**config.mk**
```make
export PLATFORM = sky130hd
export DESIGN_NAME = byte_cpu
export DESIGN_NICKNAME = d
export VERILOG_FILES = /design/src/rtl/bcpu_pkg.sv /design/src/rtl/bcpu_regfile.sv /design/src/rtl/bcpu_alu.sv /design/src/rtl/bcpu_ctrl.sv /design/src/rtl/byte_cpu.sv
export SDC_FILE = /design/constraint.sdc
export NUM_CORES = 1
export LEC_CHECK = 0
export CAP_MARGIN = 20
export CORE_ASPECT_RATIO = 0.5
export CORE_UTILIZATION = 43
export DETAILED_ROUTE_END_ITERATION = 8
export PLACE_DENSITY = 0.62
export REMOVE_ABC_BUFFERS = 1
export SETUP_SLACK_MARGIN = 0.05
export SLEW_MARGIN = 20
export SYNTH_ARGS = -nofsm -noshare
export SYNTH_HDL_FRONTEND = slang
export SYNTH_HIERARCHICAL = 1
export SYNTH_SLANG_ARGS = --single-unit
```
**constraint.sdc**
```tcl
create_clock -name clk -period 9 [get_ports clk]
set_clock_uncertainty 0.2 [all_clocks]
set_input_delay 1.8 -clock clk [delete_from_list [all_inputs] [get_ports clk]]
set_output_delay 1.8 -clock clk [all_outputs]
set_load 0.03 [all_outputs]
```
**src/rtl/bcpu_pkg.sv**
```systemverilog
package bcpu_pkg;
  localparam int DATA_W = 8;
  localparam int ADDR_W = 16;
  localparam int NUM_REGS = 4;

  localparam logic [7:0] OPC_MOV_IMM = 8'h01;
  localparam logic [7:0] OPC_ADD_REG = 8'h02;
  localparam logic [7:0] OPC_SUB_REG = 8'h03;
  localparam logic [7:0] OPC_JMP     = 8'h04;
  localparam logic [7:0] OPC_JZ      = 8'h05;
  localparam logic [7:0] OPC_JNZ     = 8'h06;
  localparam logic [7:0] OPC_HALT    = 8'h07;
  localparam logic [7:0] OPC_MOV_REG = 8'h08;
  localparam logic [7:0] OPC_ADD_IMM = 8'h0A;
  localparam logic [7:0] OPC_SUB_IMM = 8'h0B;

  typedef enum logic [2:0] {
    ST_BOOT,   // issue first read at current pc
    ST_OPC,    // opcode byte on read data
    ST_ARG1,   // first operand byte on read data
    ST_ARG2,   // second operand byte on read data, execute
    ST_STOP    // halted
  } cpu_state_e;

  // opcodes that continue into a three-byte instruction
  function automatic logic opc_runs(input logic [7:0] opc);
    return opc inside {OPC_MOV_IMM, OPC_MOV_REG, OPC_ADD_REG, OPC_ADD_IMM,
                       OPC_SUB_REG, OPC_SUB_IMM, OPC_JMP, OPC_JZ, OPC_JNZ};
  endfunction

  function automatic logic opc_is_mov(input logic [7:0] opc);
    return (opc == OPC_MOV_IMM) || (opc == OPC_MOV_REG);
  endfunction

  function automatic logic opc_is_arith(input logic [7:0] opc);
    return opc inside {OPC_ADD_REG, OPC_ADD_IMM, OPC_SUB_REG, OPC_SUB_IMM};
  endfunction

  function automatic logic opc_is_sub(input logic [7:0] opc);
    return (opc == OPC_SUB_REG) || (opc == OPC_SUB_IMM);
  endfunction

  function automatic logic opc_src_is_reg(input logic [7:0] opc);
    return opc inside {OPC_MOV_REG, OPC_ADD_REG, OPC_SUB_REG};
  endfunction

  // returns {carry_out, sum}
  function automatic logic [DATA_W:0] add_wc(input logic [DATA_W-1:0] a,
                                             input logic [DATA_W-1:0] b);
    return {1'b0, a} + {1'b0, b};
  endfunction

  // returns {borrow, difference}
  function automatic logic [DATA_W:0] sub_wb(input logic [DATA_W-1:0] a,
                                             input logic [DATA_W-1:0] b);
    return {1'b0, a} - {1'b0, b};
  endfunction
endpackage

```
**src/rtl/bcpu_regfile.sv**
```systemverilog
module bcpu_regfile #(
  parameter int DW   = bcpu_pkg::DATA_W,
  parameter int NREG = bcpu_pkg::NUM_REGS
) (
  input  logic             clk,
  input  logic             rst_n,
  input  logic             wr_en,
  input  logic [DW-1:0]    wr_sel,
  input  logic [DW-1:0]    wr_data,
  input  logic [DW-1:0]    rd_sel_a,
  input  logic [DW-1:0]    rd_sel_b,
  output logic [DW-1:0]    rd_data_a,
  output logic [DW-1:0]    rd_data_b,
  output logic [NREG*DW-1:0] view
);
  logic [DW-1:0] regs_q [NREG];

  for (genvar g = 0; g < NREG; g++) begin : g_reg
    always_ff @(posedge clk or negedge rst_n) begin
      if (!rst_n)                                  regs_q[g] <= '0;
      else if (wr_en && (wr_sel == DW'(g)))        regs_q[g] <= wr_data;
    end
    assign view[g*DW +: DW] = regs_q[g];
  end

  // selector bytes outside the file read as zero
  always_comb begin
    rd_data_a = '0;
    rd_data_b = '0;
    for (int i = 0; i < NREG; i++) begin
      if (rd_sel_a == DW'(i)) rd_data_a = regs_q[i];
      if (rd_sel_b == DW'(i)) rd_data_b = regs_q[i];
    end
  end
endmodule

```
**src/rtl/bcpu_alu.sv**
```systemverilog
module bcpu_alu #(
  parameter int DW = bcpu_pkg::DATA_W
) (
  input  logic          do_sub,
  input  logic          dst_ok,
  input  logic [DW-1:0] lhs,
  input  logic [DW-1:0] rhs,
  output logic [DW-1:0] result,
  output logic          carry
);
  import bcpu_pkg::*;
  logic [DW:0] wide;

  always_comb begin
    wide = do_sub ? sub_wb(lhs, rhs) : add_wc(lhs, rhs);
    if (!dst_ok) wide = '0;   // bad destination: result 0, no carry
    result = wide[DW-1:0];
    carry  = wide[DW];
  end
endmodule

```
**src/rtl/bcpu_ctrl.sv**
```systemverilog
module bcpu_ctrl #(
  parameter int DW = bcpu_pkg::DATA_W,
  parameter int AW = bcpu_pkg::ADDR_W
) (
  input  logic                 clk,
  input  logic                 rst_n,
  input  logic [DW-1:0]        rdata,
  input  logic                 zero_flag,
  output logic [AW-1:0]        fetch_addr,
  output logic                 fetch_en,
  output bcpu_pkg::cpu_state_e state,
  output logic [DW-1:0]        opc,
  output logic [DW-1:0]        arg1,
  output logic                 take_jump,
  output logic                 stopped
);
  import bcpu_pkg::*;
  localparam int TGT_HI_W = AW - DW;

  cpu_state_e    st_q;
  logic [AW-1:0] pc_q;
  logic [DW-1:0] opc_q, arg1_q;
  logic [AW-1:0] target;

  assign target = {rdata[TGT_HI_W-1:0], arg1_q};

  always_comb begin
    take_jump = 1'b0;
    if (st_q == ST_ARG2) begin
      unique case (opc_q)
        OPC_JMP: take_jump = 1'b1;
        OPC_JZ:  take_jump = zero_flag;
        OPC_JNZ: take_jump = !zero_flag;
        default: take_jump = 1'b0;
      endcase
    end
  end

  always_ff @(posedge clk or negedge rst_n) begin
    if (!rst_n) begin
      st_q   <= ST_BOOT;
      pc_q   <= '0;
      opc_q  <= '0;
      arg1_q <= '0;
    end else begin
      unique case (st_q)
        ST_BOOT: begin
          pc_q <= pc_q + 1'b1;
          st_q <= ST_OPC;
        end
        ST_OPC: begin
          if (opc_runs(rdata)) begin
            opc_q <= rdata;
            pc_q  <= pc_q + 1'b1;
            st_q  <= ST_ARG1;
          end else begin
            st_q  <= ST_STOP;
          end
        end
        ST_ARG1: begin
          arg1_q <= rdata;
          pc_q   <= pc_q + 1'b1;
          st_q   <= ST_ARG2;
        end
        ST_ARG2: begin
          if (take_jump) begin
            pc_q <= target;
            st_q <= ST_BOOT;
          end else begin
            pc_q <= pc_q + 1'b1;
            st_q <= ST_OPC;
          end
        end
        default: st_q <= ST_STOP;
      endcase
    end
  end

  assign fetch_addr = pc_q;
  assign fetch_en   = (st_q != ST_STOP);
  assign stopped    = (st_q == ST_STOP);
  assign state      = st_q;
  assign opc        = opc_q;
  assign arg1       = arg1_q;
endmodule

```
**src/rtl/byte_cpu.sv**
```systemverilog
module byte_cpu #(
  parameter int DW   = bcpu_pkg::DATA_W,
  parameter int AW   = bcpu_pkg::ADDR_W,
  parameter int NREG = bcpu_pkg::NUM_REGS
) (
  input  logic               clk,
  input  logic               rst_n,
  output logic [AW-1:0]      mem_addr,
  output logic               mem_en,
  input  logic [DW-1:0]      mem_rdata,
  output logic               halted,
  output logic [NREG*DW-1:0] dbg_regs,
  output logic               dbg_zero,
  output logic               dbg_carry
);
  import bcpu_pkg::*;

  cpu_state_e    state;
  logic [DW-1:0] opc, arg1;
  logic          take_jump;
  logic          zf_q, cf_q;

  // named events for the checker
  logic          exec_mov, exec_alu, dst_valid;
  logic [DW-1:0] dst_val, src_reg_val, src_val;
  logic [DW-1:0] alu_res, wr_data;
  logic          alu_cy, wr_en;

  bcpu_ctrl #(.DW(DW), .AW(AW)) u_ctrl (
    .clk(clk), .rst_n(rst_n), .rdata(mem_rdata), .zero_flag(zf_q),
    .fetch_addr(mem_addr), .fetch_en(mem_en), .state(state),
    .opc(opc), .arg1(arg1), .take_jump(take_jump), .stopped(halted)
  );

  assign exec_mov  = (state == ST_ARG2) && opc_is_mov(opc);
  assign exec_alu  = (state == ST_ARG2) && opc_is_arith(opc);
  assign dst_valid = (arg1 < DW'(NREG));
  assign src_val   = opc_src_is_reg(opc) ? src_reg_val : mem_rdata;

  bcpu_regfile #(.DW(DW), .NREG(NREG)) u_rf (
    .clk(clk), .rst_n(rst_n), .wr_en(wr_en), .wr_sel(arg1), .wr_data(wr_data),
    .rd_sel_a(arg1), .rd_sel_b(mem_rdata),
    .rd_data_a(dst_val), .rd_data_b(src_reg_val), .view(dbg_regs)
  );

  bcpu_alu #(.DW(DW)) u_alu (
    .do_sub(opc_is_sub(opc)), .dst_ok(dst_valid),
    .lhs(dst_val), .rhs(src_val), .result(alu_res), .carry(alu_cy)
  );

  assign wr_en   = (exec_mov || exec_alu) && dst_valid;
  assign wr_data = exec_mov ? src_val : alu_res;

  always_ff @(posedge clk or negedge rst_n) begin
    if (!rst_n) begin
      zf_q <= 1'b0;
      cf_q <= 1'b0;
    end else if (exec_alu) begin
      zf_q <= (alu_res == '0);
      cf_q <= alu_cy;
    end
  end

  assign dbg_zero  = zf_q;
  assign dbg_carry = cf_q;
endmodule

```
# Word level (Yosys, flattened, before mapping)
# Index checks and enable logic that the tools add are counted.
# totals
ff_bits,69
inputBits,10
word_cells,83
# op_classes
n_addsub,3
n_lt_le_gt_ge,1
eq_ne,27
n_mux,20
n_reduce_logical,22
# op_table
operator,count
8-bit two-way mux,10
8-bit by 2-bit == test with 1-bit output (second input constant),6
8-bit by 3-bit == test with 1-bit output (second input constant),6
8-bit by 4-bit == test with 1-bit output (second input constant),6
16-bit one-hot mux with 3 select lines,1
16-bit two-way mux,2
8-bit by 1-bit == test with 1-bit output (second input constant),3
8-bit zero test,3
9-bit two-way mux,2
16-bit by 1-bit adder with 16-bit output (second input constant),1
3-bit one-hot mux with 4 select lines,1
8-bit by 8-bit adder with 9-bit output,1
9-bit nonzero test,1
8-bit by 8-bit subtractor with 9-bit output,1
8-bit by 3-bit less-than comparator with 1-bit output (second input constant),1
1-bit logical AND,7
3-bit by 2-bit == test with 1-bit output (second input constant),2
3-bit nonzero test,2
2-bit AND reduction,2
4-bit nonzero test,1
3-bit by 1-bit == test with 1-bit output (second input constant),1
3-bit == test (second input constant),1
3-bit zero test,1
1-bit logical OR,3
7 further kinds,8

# Depth between registers and ports, before layout
# depth
ltp_word,10
mapped_depth,17
depth_no_buf,16

# Cells and area by module
# Netlist, hierarchy kept.
# by_module_without_submodules
mod,instances,cells_per_inst,area_each_um2,seq_area_each_um2
bcpu_ctrl,1,180,1796.7,875.8
bcpu_regfile,1,111,1759.2,800.8
bcpu_alu,1,90,594.3,0.0
byte_cpu,1,72,544.3,50.0

# Worst setup path after synthesis
# Ideal clock, no wire load.
# synth_timing
path_type,input to register
start,input port mem_rdata[0]
end,register u_rf.regs_q (netlist bit u_rf/view[7])
arrival_time_ns,5.196
required_ns,8.734
slack_ns,3.538
path_stages,16
path_buffers,1
cell_sequence,buf_2 -> mux4_2 -> and3_1 -> mux2_2 -> inv_1 -> ha_1 -> nor2b_1 -> a21oi_1 -> xnor2_1 -> ha_1 -> or4_1 -> o22ai_1 -> mux2i_1 -> a41oi_1 -> a31oi_1 -> mux2_2
# synth_between
elab_chain_len,10
# synth_lines
element,line_no,rtl
start: declaration,byte_cpu.sv:10,"input logic [DW-1:0] mem_rdata,"
8-bit zero test,bcpu_regfile.sv:32,if (rd_sel_b == DW'(i)) rd_data_b = regs_q[i];
8-bit two-way mux (3 in a row),bcpu_regfile.sv:32,
8-bit two-way mux (*),bcpu_regfile.sv:32,
named net src_reg_val[0],byte_cpu.sv:25,"logic [DW-1:0] dst_val, src_reg_val, src_val;"
8-bit two-way mux (*),byte_cpu.sv:38,assign src_val = opc_src_is_reg(opc) ? src_reg_val : mem_rdata;
named net src_val[0],byte_cpu.sv:25,
8-bit by 8-bit adder with 9-bit output / 8-bit by 8-bit subtractor with 9-bit output (equally long branches),"bcpu_pkg.sv:50, bcpu_pkg.sv:56",
9-bit two-way mux (*),bcpu_alu.sv:15,"wide = do_sub ? sub_wb(lhs, rhs) : add_wc(lhs, rhs);"
9-bit two-way mux (*),bcpu_alu.sv:16,if (!dst_ok) wide = '0;
named net alu_res[7],byte_cpu.sv:26,"logic [DW-1:0] alu_res, wr_data;"
8-bit two-way mux (*),byte_cpu.sv:52,assign wr_data = exec_mov ? src_val : alu_res;
named net wr_data[7],byte_cpu.sv:26,
end signal: indexed assignment,bcpu_regfile.sv:21,else if (wr_en && (wr_sel == DW'(g))) regs_q[g] <= wr_data;
end: declaration,bcpu_regfile.sv:16,logic [DW-1:0] regs_q [NREG];
# The timed path passes the listed nets; every way through them passes the cells marked *.
# A chain may end at the register's enable or synchronous reset.

# Final worst setup path
# layout_timing
start,input port mem_rdata[7]
end,register u_rf.regs_q (netlist bit u_rf/view[15])
# Same word-level chain as after synthesis.

==> impl_results.md <==
- Starting density of the core: 45.1%
- Vias/cell: 5.95
- First-pass GRT wire length: 19900 um
- Fraction of final layout cells with drive strength greater than 1: 22.4%
- Top flip-flop cell by instance count after synthesis: sky130_fd_sc_hd__dfrtp_1
- Floorplan Core Area: 0.0104 mm^2
- Final Routed Wirelength: 12400 um
- Horizontal die dimension: 150 um
- RSZ-0062 raised after global routing: false
- Count of final setup violators: 0
- YS warnings: 6
- Number of H-tree levels: 3
- Pin count of the biggest net entering global routing: 70
- Result of the run: complete, no violations
- Final critical-path share of the clock period: 70.6%
- Number of global-route vias before repair: 3691
- Number of buffers created by CTS: 9
- Required time reported for the critical path endpoint: 9.08 ns
- Critical-path maximum fanout: 8
- Clock root buffer: sky130_fd_sc_hd__clkbuf_16
- Crit path launch: mem_rdata[7]
- Static leakage power: 2.45 nW
- Setup total negative slack: 0 ns
- Number of antenna violations at the first check in global routing: 0
- Worst IR Drop VDD: 131 uV
- Clock period minus worst slack: 6.35 ns
- Count of cells resized by post-cts repair: 0
- GP Congestion: 0.900
- CTS Sinks: 69
- Slowest stage delay, CP: 0.95 ns
- Area growth syn-to-layout: 22.5%
- Sum of net half-perimeters after detailed placement: 8820 um
- Global-route usage over all layers: 23.3%
- Worst Path Class, Setup: input pin to flop
- Pwr per Cell Area: 171 mW/mm^2
- Number of vias in the routed layout: 3908
- Die Area: 0.0114 mm^2
- Number of buffer cells added on primary ports: 61
- Max Clk Rate: 157 MHz
- Synthesized-area fraction occupied by xor and xnor cells: 1.49%
- Detailed-route DRC error count: 0
- Std cell rows: 26
- Number of flops mapped to enable cells by yosys: 0
- Sequential fraction of the synthesis area: 36.8%
- Antenna Diode Count: 0
- Post-CTS setup buffers: 0
- Clock tree from TritonCTS: done
- Biggest area consumer among synthesized cells: sky130_fd_sc_hd__dfrtp_1
- Sequence of cells on the critical path: clkdlybuf4s50_1 -> nor4_1 -> and3_1 -> mux2_2 -> inv_1 -> ha_1 -> nor2b_1 -> a21oi_1 -> xnor2_1 -> ha_1 -> or4_1 -> o22ai_1 -> mux2i_1 -> a41oi_1 -> a31oi_1 -> mux2_2
- Cell type of the slowest stage on the worst timing path: sky130_fd_sc_hd__nor4_1
- Number of DRC markers after the initial detailed-route iteration: 357
- Io pins: 62
- Start of the worst register-to-register path: u_ctrl/opc[1]
- Die height: 75.9 um
- Antenna violation net count after detailed routing: 0
- Async SR Flop Fraction: 100%
- Worst slack at placement: 2.42 ns
- Multiplexer share of the synthesized area: 21.7%
- Syn Area/Cell: 10.4 um^2
- Synth top area share: 36.8%
- CTS max path bufs: 2
- Dpl cells: 641
- Nets: 533
- Final worst slack: 2.65 ns
- Final-report max-slew violation count: 0
- Kind of end point of the critical path: flop
- Netlist area before placement: 0.00469 mm^2
- Area share of and/or/nand/nor cells after synthesis: 19.6%
- Slew margin rel.: 29.6%
- DR pass1 iterations: 5
- Clock latency on the worst-skew pair: 0.34 ns
- Startpoint kind of the worst setup timing path: input pin
- Total count of hold-check failures in the final report: 0
- Mapped Cells: 453
- Startpoint of the most critical hold path: dbg_carry
- Measured slew at the worst slew-check pin: 1.05 ns
- Top cells by area in the synthesized netlist: sky130_fd_sc_hd__dfrtp_1 (37%), sky130_fd_sc_hd__mux2_2 (13%), sky130_fd_sc_hd__mux4_2 (7.7%), sky130_fd_sc_hd__a21oi_1 (3.0%), sky130_fd_sc_hd__and3_1 (2.8%)
- Data arrival time of the critical path: 6.43 ns
- Routed wirelength normalized by instance count: 18.9 um
- Grt total ovfl: 0
- Register bit count reported by yosys: 69
- Cell Count, Final, Fillers Out: 657
- Area fraction in compound gates after synthesis: 13.3%
- Main combinational cell family by area after synthesis: multiplexers
- Post-synth cell types: 64
- Adder-cell area share of the yosys netlist: 3.09%
- Hold bufs inserted after CTS: 0
- Clock input transition at the sequential cells of the worst setup and hold paths: 0.06 ns
- Classification of the worst-slack hold path: flop to flop
- Max capacitance violation total: 0
## state kept, by name (all words and copies together) (netlist names)
| signal | cells |
|---|---|
| u_rf/view | 32 |
| u_ctrl/fetch_addr | 16 |
| u_ctrl/arg1 | 8 |
| u_ctrl/opc | 8 |
| u_ctrl/state | 3 |
| dbg_carry | 1 |
| dbg_zero | 1 |
## Yosys cell counts, types with 8 or more instances
| library cell | instances |
|---|---|
| sky130_fd_sc_hd__ha_1 | 10 |
| sky130_fd_sc_hd__dfrtp_1 | 69 |
| sky130_fd_sc_hd__inv_1 | 16 |
| sky130_fd_sc_hd__and3_1 | 21 |
| sky130_fd_sc_hd__a31oi_1 | 11 |
| sky130_fd_sc_hd__o21ai_0 | 24 |
| sky130_fd_sc_hd__clkbuf_1 | 8 |
| sky130_fd_sc_hd__nor2_1 | 24 |
| sky130_fd_sc_hd__nand2_1 | 24 |
| sky130_fd_sc_hd__nand3_1 | 18 |
| sky130_fd_sc_hd__a21oi_1 | 28 |
| sky130_fd_sc_hd__nor3_1 | 10 |
| sky130_fd_sc_hd__mux4_2 | 16 |
| sky130_fd_sc_hd__mux2_2 | 56 |
| sky130_fd_sc_hd__a41oi_1 | 8 |
## metal layers
| layer | routed length (um) | GRT usage [%] | part of all wire [%] | up-vias |
|---|---|---|---|---|
| li1 | - | - | - | 1846 |
| met1 | 6180 | 34.2 | 50 | 1937 |
| met2 | 5520 | 35.5 | 44 | 118 |
| met3 | 656 | 4.67 | 5.3 | 7 |
| met4 | 48 | 5.39 | 0.39 | 0 |
| met5 | 0 | 0 | 0 | - |
## stage by stage
stage                     utilization (%)  hold slack (ns)  total power, W  area, um^2
after global routing                 55.2            0.334         0.00103        5750
after floorplan                         -            0.283        0.000504        4570
after detailed placement             52.0            0.302        0.000596        5410
final                                55.2            0.314        0.000984        5750
after global placement               52.0            0.289        0.000594        5410
after CTS                            55.2            0.321        0.000991        5740
## placed cells by master, fill, tap and decap left out, drive strengths merged, types with 11 or more instances in the layout
master / count
a31oi: 11
a21oi: 28
mux4: 16
dfrtp: 69
nand2: 25
o21ai: 27
inv: 19
nand3: 19
mux2: 56
nor2: 24
and3: 21
clkdlybuf4s50: 60
## layout make-up
type | count | area, um^2
Multi-Input combinational cell | 347 | 2800
Sequential cell | 69 | 1730
Timing Repair Buffer | 68 | 658
Clock buffer | 10 | 239
Inverter | 17 | 63.8
Fill cell | 952 | 4660
Tap cell | 140 | 175
Clock inverter | 6 | 91.3
## power by group
group / total (W) / switching [W] / internal, W
registers: 0.000368 / 0.0000347 / 0.000333
clock network: 0.000391 / 0.000139 / 0.000252
logic: 0.000225 / 0.000128 / 0.0000963
total: 0.000984 / 0.000302 / 0.000682
## worst paths after layout
kind                                         end  slack, ns  cells past startpoint
hold / removal                         dbg_carry       0.31                      1
max in group asynchronous          u_rf/view[11]       6.55                      2
min in group asynchronous  u_ctrl/fetch_addr[10]       1.45                      2
setup / recovery                   u_rf/view[15]       2.65                     16
setup reg to reg                   u_rf/view[15]       4.06                     15
hold reg to reg                        dbg_carry       0.31                      1
## critical path: cells and delay by family
family | cells | cell delay [ns]
buffers and inverters | 2 | 0.61
AND/OR/NAND/NOR | 4 | 1.95
multiplexers | 3 | 0.73
adder cells (fa/ha/maj) | 2 | 0.45
XOR/XNOR | 1 | 0.09
AO/OA/AOI/OAI | 4 | 0.78
## cells by family (layout without fill, tap and decap cells)
kind of cell,count (synthesis),after routing
simple gates,155,155
buf+inv,37,101
mux,75,75
compound gates,98,98
fa+ha+maj,11,11
flops,69,69
xor+xnor,8,8
(Power assumes the default switching activity.)
